--- config.mk ---
export PLATFORM = sky130hd
export DESIGN_NAME = uvss_supervisor
export DESIGN_NICKNAME = d
export VERILOG_FILES = /design/src/rtl/uvss_pkg.sv /design/src/rtl/uvss_filter.sv /design/src/rtl/uvss_levels.sv /design/src/rtl/uvss_seq.sv /design/src/rtl/uvss_supervisor.sv
export SDC_FILE = /design/constraint.sdc
export NUM_CORES = 1
export LEC_CHECK = 0
export BUFFER_PORTS_ARGS = -buffer_cell sky130_fd_sc_hd__buf_2
export CAP_MARGIN = 5
export CORE_UTILIZATION = 30
export DETAILED_ROUTE_END_ITERATION = 8
export PLACE_DENSITY = 0.47
export SYNTH_ARGS = -nofsm -noshare
export SYNTH_HDL_FRONTEND = slang
export SYNTH_HIERARCHICAL = 1
export SYNTH_SLANG_ARGS = --single-unit
--- constraint.sdc ---
create_clock -name clk -period 3 [get_ports clk]
set_input_delay 0 -clock clk [delete_from_list [all_inputs] [get_ports clk]]
set_output_delay 0 -clock clk [all_outputs]
set_load 0.005 [all_outputs]
--- src/rtl/uvss_pkg.sv ---
// Shared types for the undervoltage and soft-start supervisor.
// Assumes: nothing beyond IEEE 1800-2017 packages.
package uvss_pkg;
    // Sequencer states: dark, running with ramp, held off by overload fault.
    typedef enum logic [1:0] {
        ST_OFF   = 2'd0,
        ST_RUN   = 2'd1,
        ST_FAULT = 2'd2
    } uvss_state_e;

    // Bit positions inside the comparison flag vector.
    localparam int FLG_START = 0;
    localparam int FLG_STOP  = 1;
    localparam int FLG_LOCK  = 2;
    localparam int NFLAG     = 3;
endpackage

--- src/rtl/uvss_filter.sv ---
// Synchroniser plus stability filter for one comparison flag.
// Assumes: raw_i may be asynchronous; STABLE_CYC >= 1.
// The output follows the input only after STABLE_CYC cycles of agreement.
module uvss_filter #(
    parameter int STABLE_CYC = 16
) (
    input  logic clk,
    input  logic rst_n,
    input  logic raw_i,
    output logic flag_o
);
    localparam int CW = $clog2(STABLE_CYC + 1);
    localparam logic [CW-1:0] LAST = CW'(STABLE_CYC - 1);

    logic            s1_q, s2_q;
    logic [CW-1:0]   cnt_q;

    // Two-flop synchroniser.
    always_ff @(posedge clk) begin
        if (!rst_n) begin
            s1_q <= 1'b0;
            s2_q <= 1'b0;
        end else begin
            s1_q <= raw_i;
            s2_q <= s1_q;
        end
    end

    // Count consecutive disagreement; accept the new value when it lasts.
    always_ff @(posedge clk) begin
        if (!rst_n) begin
            cnt_q  <= '0;
            flag_o <= 1'b0;
        end else if (s2_q == flag_o) begin
            cnt_q <= '0;
        end else if (cnt_q == LAST) begin
            cnt_q  <= '0;
            flag_o <= s2_q;
        end else begin
            cnt_q <= cnt_q + 1'b1;
        end
    end
endmodule

--- src/rtl/uvss_levels.sv ---
// Threshold comparisons for the rail and the lockout input.
// Assumes: codes are unsigned. The lockout offset is applied only while
// the accepted lockout state is on, which gives the turn-off level.
module uvss_levels
    import uvss_pkg::*;
#(
    parameter int RDW       = 10,
    parameter int LDW       = 10,
    parameter int START_LVL = 850,
    parameter int STOP_LVL  = 774
) (
    input  logic [RDW-1:0]   rail_code_i,
    input  logic [LDW-1:0]   lock_code_i,
    input  logic [LDW-1:0]   lock_thr_i,
    input  logic [LDW-1:0]   lock_hyst_i,
    input  logic             lock_on_i,
    output logic [NFLAG-1:0] raw_o
);
    localparam logic [RDW-1:0] START_C = RDW'(START_LVL);
    localparam logic [RDW-1:0] STOP_C  = RDW'(STOP_LVL);

    logic [LDW:0] lock_sum;

    // Raw comparisons; the lockout level depends on the current state.
    always_comb begin
        lock_sum           = {1'b0, lock_code_i} + {1'b0, lock_hyst_i};
        raw_o[FLG_START]   = (rail_code_i >= START_C);
        raw_o[FLG_STOP]    = (rail_code_i >= STOP_C);
        raw_o[FLG_LOCK]    = lock_on_i ? (lock_sum > {1'b0, lock_thr_i})
                                       : (lock_code_i > lock_thr_i);
    end
endmodule

--- src/rtl/uvss_seq.sv ---
// Start-up sequencer and soft-start ramp with overload countdown.
// Assumes: flags are already filtered; ilim_i is synchronous to clk.
// One ramp tick every RAMP_DIV cycles while running.
module uvss_seq
    import uvss_pkg::*;
#(
    parameter int RW       = 12,
    parameter int RAMP_MAX = 1000,
    parameter int RAMP_LOW = 20,
    parameter int RAMP_DIV = 64
) (
    input  logic             clk,
    input  logic             rst_n,
    input  logic [NFLAG-1:0] flag_i,
    input  logic             ilim_i,
    input  logic [RW-1:0]    ramp_step_i,
    output logic             sw_en_o,
    output logic             ref_en_o,
    output logic             fault_o,
    output logic [RW-1:0]    ramp_o
);
    localparam int DW = (RAMP_DIV > 1) ? $clog2(RAMP_DIV) : 1;
    localparam logic [DW-1:0] DIV_LAST = DW'(RAMP_DIV - 1);
    localparam logic [RW:0]   MAX_W    = (RW+1)'(RAMP_MAX);
    localparam logic [RW-1:0] LOW_C    = RW'(RAMP_LOW);

    uvss_state_e    state_q;
    logic           rail_ok_q;
    logic [DW-1:0]  div_q;
    logic [RW-1:0]  ramp_q;
    logic [RW:0]    up_sum;
    logic [RW-1:0]  ramp_up, ramp_dn;
    logic           supply_good, tick;

    // Next ramp candidates and the tick strobe.
    always_comb begin
        up_sum      = {1'b0, ramp_q} + {1'b0, ramp_step_i};
        ramp_up     = (up_sum > MAX_W) ? MAX_W[RW-1:0] : up_sum[RW-1:0];
        ramp_dn     = (ramp_q > ramp_step_i) ? (ramp_q - ramp_step_i) : '0;
        tick        = (div_q == DIV_LAST);
        supply_good = rail_ok_q && flag_i[FLG_LOCK];
    end

    // Rail hysteresis: set on start level, clear below stop level.
    always_ff @(posedge clk) begin
        if (!rst_n)
            rail_ok_q <= 1'b0;
        else if (!rail_ok_q && flag_i[FLG_START])
            rail_ok_q <= 1'b1;
        else if (rail_ok_q && !flag_i[FLG_STOP])
            rail_ok_q <= 1'b0;
    end

    // State, tick divider and ramp register.
    always_ff @(posedge clk) begin
        if (!rst_n) begin
            state_q <= ST_OFF;
            div_q   <= '0;
            ramp_q  <= '0;
        end else begin
            case (state_q)
                ST_RUN: begin
                    if (!supply_good) begin
                        state_q <= ST_OFF;
                        div_q   <= '0;
                        ramp_q  <= '0;
                    end else if (tick) begin
                        div_q <= '0;
                        if (!ilim_i)
                            ramp_q <= ramp_up;
                        else if (ramp_dn <= LOW_C) begin
                            state_q <= ST_FAULT;
                            ramp_q  <= '0;
                        end else
                            ramp_q <= ramp_dn;
                    end else begin
                        div_q <= div_q + 1'b1;
                    end
                end
                ST_FAULT: begin
                    div_q  <= '0;
                    ramp_q <= '0;
                    if (!supply_good)
                        state_q <= ST_OFF;
                    else if (!ilim_i)
                        state_q <= ST_RUN;
                end
                default: begin
                    div_q  <= '0;
                    ramp_q <= '0;
                    if (supply_good)
                        state_q <= ST_RUN;
                end
            endcase
        end
    end

    // Decode outputs from the state register.
    always_comb begin
        sw_en_o  = (state_q == ST_RUN);
        ref_en_o = (state_q != ST_OFF);
        fault_o  = (state_q == ST_FAULT);
        ramp_o   = ramp_q;
    end
endmodule

--- src/rtl/uvss_supervisor.sv ---
// Top: undervoltage and soft-start supervisor.
// Assumes: codes come from a sampled measurement path; outputs feed a PWM.
// Filters the three comparisons, sequences start-up and limits duty.
module uvss_supervisor
    import uvss_pkg::*;
#(
    parameter int RDW        = 10,
    parameter int LDW        = 10,
    parameter int RW         = 12,
    parameter int START_LVL  = 850,
    parameter int STOP_LVL   = 774,
    parameter int RAMP_MAX   = 1000,
    parameter int RAMP_LOW   = 20,
    parameter int RAMP_DIV   = 64,
    parameter int STABLE_CYC = 16
) (
    input  logic           clk,
    input  logic           rst_n,
    input  logic [RDW-1:0] rail_code_i,
    input  logic [LDW-1:0] lock_code_i,
    input  logic [LDW-1:0] lock_thr_i,
    input  logic [LDW-1:0] lock_hyst_i,
    input  logic           ilim_i,
    input  logic [RW-1:0]  ramp_step_i,
    input  logic [RW-1:0]  err_cmd_i,
    output logic           sw_en_o,
    output logic           ref_en_o,
    output logic [RW-1:0]  ramp_o,
    output logic [RW-1:0]  duty_o,
    output logic           fault_o
);
    logic [NFLAG-1:0] raw_flags;
    logic [NFLAG-1:0] filt_flags;

    uvss_levels #(
        .RDW(RDW), .LDW(LDW), .START_LVL(START_LVL), .STOP_LVL(STOP_LVL)
    ) levels_i (
        .rail_code_i (rail_code_i),
        .lock_code_i (lock_code_i),
        .lock_thr_i  (lock_thr_i),
        .lock_hyst_i (lock_hyst_i),
        .lock_on_i   (filt_flags[FLG_LOCK]),
        .raw_o       (raw_flags)
    );

    for (genvar g = 0; g < NFLAG; g++) begin : g_filt
        uvss_filter #(.STABLE_CYC(STABLE_CYC)) filt_i (
            .clk    (clk),
            .rst_n  (rst_n),
            .raw_i  (raw_flags[g]),
            .flag_o (filt_flags[g])
        );
    end

    uvss_seq #(
        .RW(RW), .RAMP_MAX(RAMP_MAX), .RAMP_LOW(RAMP_LOW), .RAMP_DIV(RAMP_DIV)
    ) seq_i (
        .clk         (clk),
        .rst_n       (rst_n),
        .flag_i      (filt_flags),
        .ilim_i      (ilim_i),
        .ramp_step_i (ramp_step_i),
        .sw_en_o     (sw_en_o),
        .ref_en_o    (ref_en_o),
        .fault_o     (fault_o),
        .ramp_o      (ramp_o)
    );

    // Duty limiter: smaller of loop command and ramp, zero when stopped.
    always_comb begin
        if (!sw_en_o)
            duty_o = '0;
        else if (err_cmd_i < ramp_o)
            duty_o = err_cmd_i;
        else
            duty_o = ramp_o;
    end
endmodule

==> results.cfg <==
[run_status]
status = finished, final reports clean

[setup_path]
path_max_fanout = 4
critPathArrivalTime_ns = 3.03
required_ns = 3.18
end_kind = register
worst_setup_path_start_kind = register
crit_type = reg2reg
r2r_slack_ns = 0.16

[global_routing]
antenna_found_initial = 0
busiest_layer = met2
use_met1_pct = 19.2
grt_pass1_vias = 4581
grt_max_degree = 28
grt_util_all_layers_pct = 16.4
overflow = 0
grt_pass1_wl_mm = 21.6
grtUsageMet3_pct = 2.38
grtUsageMet2_pct = 30.6

[pwr]
p_leak_nw = 2.70
peakVddDrop_mv = 0.222
p_per_area_nw_per_um2 = 292

[clock_tree]
cts-buffers-inserted = 5
insertion_delay_ns = 0.29
clockBufferDepth = 2
cts_tree = built
cts_root_buffer = clkbuf_16
clkSinkCount = 45
cts.reportedPaths.clkPinSlew_ns = 0.07
htree_levels = 2

[flow_run]
cap_violations = 0

[sta]
max_clock_freq_mhz = 352
max_slew_margin_pct = 66.7
min_period_over_period_pct = 94.8
tightest_slew_ns = 0.498
clock_skew_ns = 0.00897
finalHoldViolCount = 0
setup_viol = 0
hold_slack_ns = 0.0825
drv_slew = 0
finalCriticalPeriod_ns = 2.84

[synthesis]
synth_top_family_by_area = simple AND/OR/NAND/NOR gates
synth_enable_flop_cells = 0
synthXorXnorAreaFrac_pct = 5.33
synth_area_sq_um = 4770
synth.top_cell.area_share_pct = 19.7
synthAdderAreaFrac_pct = 21.0
synth_seq_cells = 45
synth_area_per_cell_sq_um = 8.01
synthFlopType = dfxtp_1
ys_top_cells_by_area = ha_1 (20%), dfxtp_1 (19%), inv_1 (4.8%)
synthSimpleGateAreaFrac_pct = 24.3
async_flop_share_pct = 0
synth_fp_nets = 740
muxShareOfSynthArea_pct = 3.81
synth.distinct_cells = 79
synth_compound_area_share_pct = 19.9
synth_area_leader_cell = ha_1
synthCells = 595
yosysWarnings = 6
ys_seq_area_share_pct = 18.9

[finish]
fin_area_sq_um = 5860
drive_gt1_share_pct = 22.9
area_growth_pct = 23.1
n_antenna_cell = 0
nNetsFinal = 857

[floorplanning]
core.rowCount = 45
dieArea_sq_um = 16400
die_w_microns = 128
start_util_pct = 31.0
core_sq_um = 15400
die_y_microns = 128
pin_count = 94

[detailed_routing]
wl_mm = 13.0
drtIter0Drc = 177
dr.pass1.iters = 4
vias_per_cell = 4.98
drc = 0
dr_total_vias = 4604
drtAntennaViolNets = 0
wire_per_inst_microns = 14.0

[placed_design]
place_congestion = 0.867
portBuffers = 92
hpwl_mm = 10.8
dpl_cell_area_sq_um = 5640

[worst_hold_path]
min_path_type = in2reg
final cells by class:
class	count	area [sq um]
well taps	211	264
multi-input cells	473	3580
clock buffers	5	125
clock inverters	3	47.5
inverters	61	229
fillers	1627	9510
flip-flops and latches	45	901
repair buffers	126	716
flip-flops by register name, indices dropped and copies added (netlist names):
signal and flops:
g_filt.filt_i/flag_o 3, seq_i/state_q 2, seq_i/ramp_o 12, seq_i/rail_ok_q 1
g_filt.filt_i/s1_q 3, seq_i/div_q 6, g_filt.filt_i/s2_q 3, g_filt.filt_i/cnt_q 15
worst max-delay path, stage by stage, from the launching register on:
cell,delay [ns]
dfxtp_1,0.34
inv_1,0.08
ha_1,0.16
inv_1,0.05
fa_1,0.39
buf_4,0.16
a21oi_1,0.15
o211ai_1,0.12
xnor2_1,0.16
a21oi_1,0.15
o2111ai_2,0.18
nor4_4,0.35
nor3_2,0.12
a221o_1,0.32
cell usage in the layout, fill, tap and decap left out, types with 5 or more instances in the layout:
cell	instances
nor2_1	44
ha_1	74
nand4_1	10
mux2i_1	17
a211oi_1	7
dfxtp_1	45
a21o_1	12
nand2b_1	6
o21ai_0	18
nand3_1	24
and3_1	8
inv_1	61
buf_4	34
a21oi_1	39
nor2b_1	10
clkbuf_16	5
nand2_1	52
and2_1	10
xnor2_1	18
nor3_1	12
buf_2	92
xor2_1	11
where the power goes:
group / internal [mW] / switching (mW)
clock: 0.399 / 0.256
sequential: 0.603 / 0.00328
combinational: 0.204 / 0.246
cell usage after synthesis, types with 6 or more instances:
library cell / n
nor2_1: 44
and3_1: 8
nand2b_1: 6
nor2b_1: 10
dfxtp_1: 45
inv_1: 61
a211oi_1: 8
a21o_1: 12
nand2_1: 52
and2_1: 10
xnor2_1: 18
clkbuf_1: 6
buf_2: 6
xor2_1: 11
nor3_1: 12
o21ai_0: 18
a21oi_1: 40
mux2i_1: 17
nand4_1: 10
ha_1: 75
nand3_1: 24
per-stage QoR:
stage	std cells	worst slack, ns	total power [mW]	setup TNS (ns)	util, %
floorplan	595	0.229	0.921	0	-
global placement	915	0.119	1.06	0	36.7
detailed placement	915	0.0792	1.07	0	36.7
CTS	923	0.0858	1.73	0	37.8
global route	924	-0.000743	1.83	-0.000743	38.2
finish	924	0.157	1.71	0	38.2
cell families (layout without fill, tap and decap cells):
logic type / Yosys count / count (layout)
multiplexers: 18 / 18
flip-flops: 45 / 45
XOR/XNOR: 29 / 29
adder cells (fa/ha/maj): 78 / 78
AO/OA/AOI/OAI: 134 / 134
buffers and inverters: 77 / 195
AND/OR/NAND/NOR: 214 / 214
path summary, 6_finish.rpt:
kind | start | to | depth (start not counted)
setup / recovery | seq_i/ramp_o[0]$_SDFFE_PN0P_ | seq_i/ramp_o[4]$_SDFFE_PN0P_ | 13
setup reg to reg | seq_i/ramp_o[0]$_SDFFE_PN0P_ | seq_i/ramp_o[4]$_SDFFE_PN0P_ | 13
hold reg to reg | g_filt[0].filt_i/s1_q$_SDFF_PN0_ | g_filt[0].filt_i/s2_q$_SDFF_PN0_ | 1
hold / removal | rail_code_i[7] | g_filt[0].filt_i/s1_q$_SDFF_PN0_ | 4
metal layers:
metal  part of all wire [%]  up-vias  wire length (microns)
met5                      0        -                      0
met4                    2.1        0                    266
met3                    3.2       19                    408
met2                     50      105                   6450
met1                     45     2121                   5820
li1                       -     2359                      -
what timing repair did:
item                       CTS  global route
gates resized for setup      0             8
hold buffers                 0             0
setup buffers                0             1
setup endpoints to repair    0             7
No activity file was read; power rests on OpenSTA's default activity.
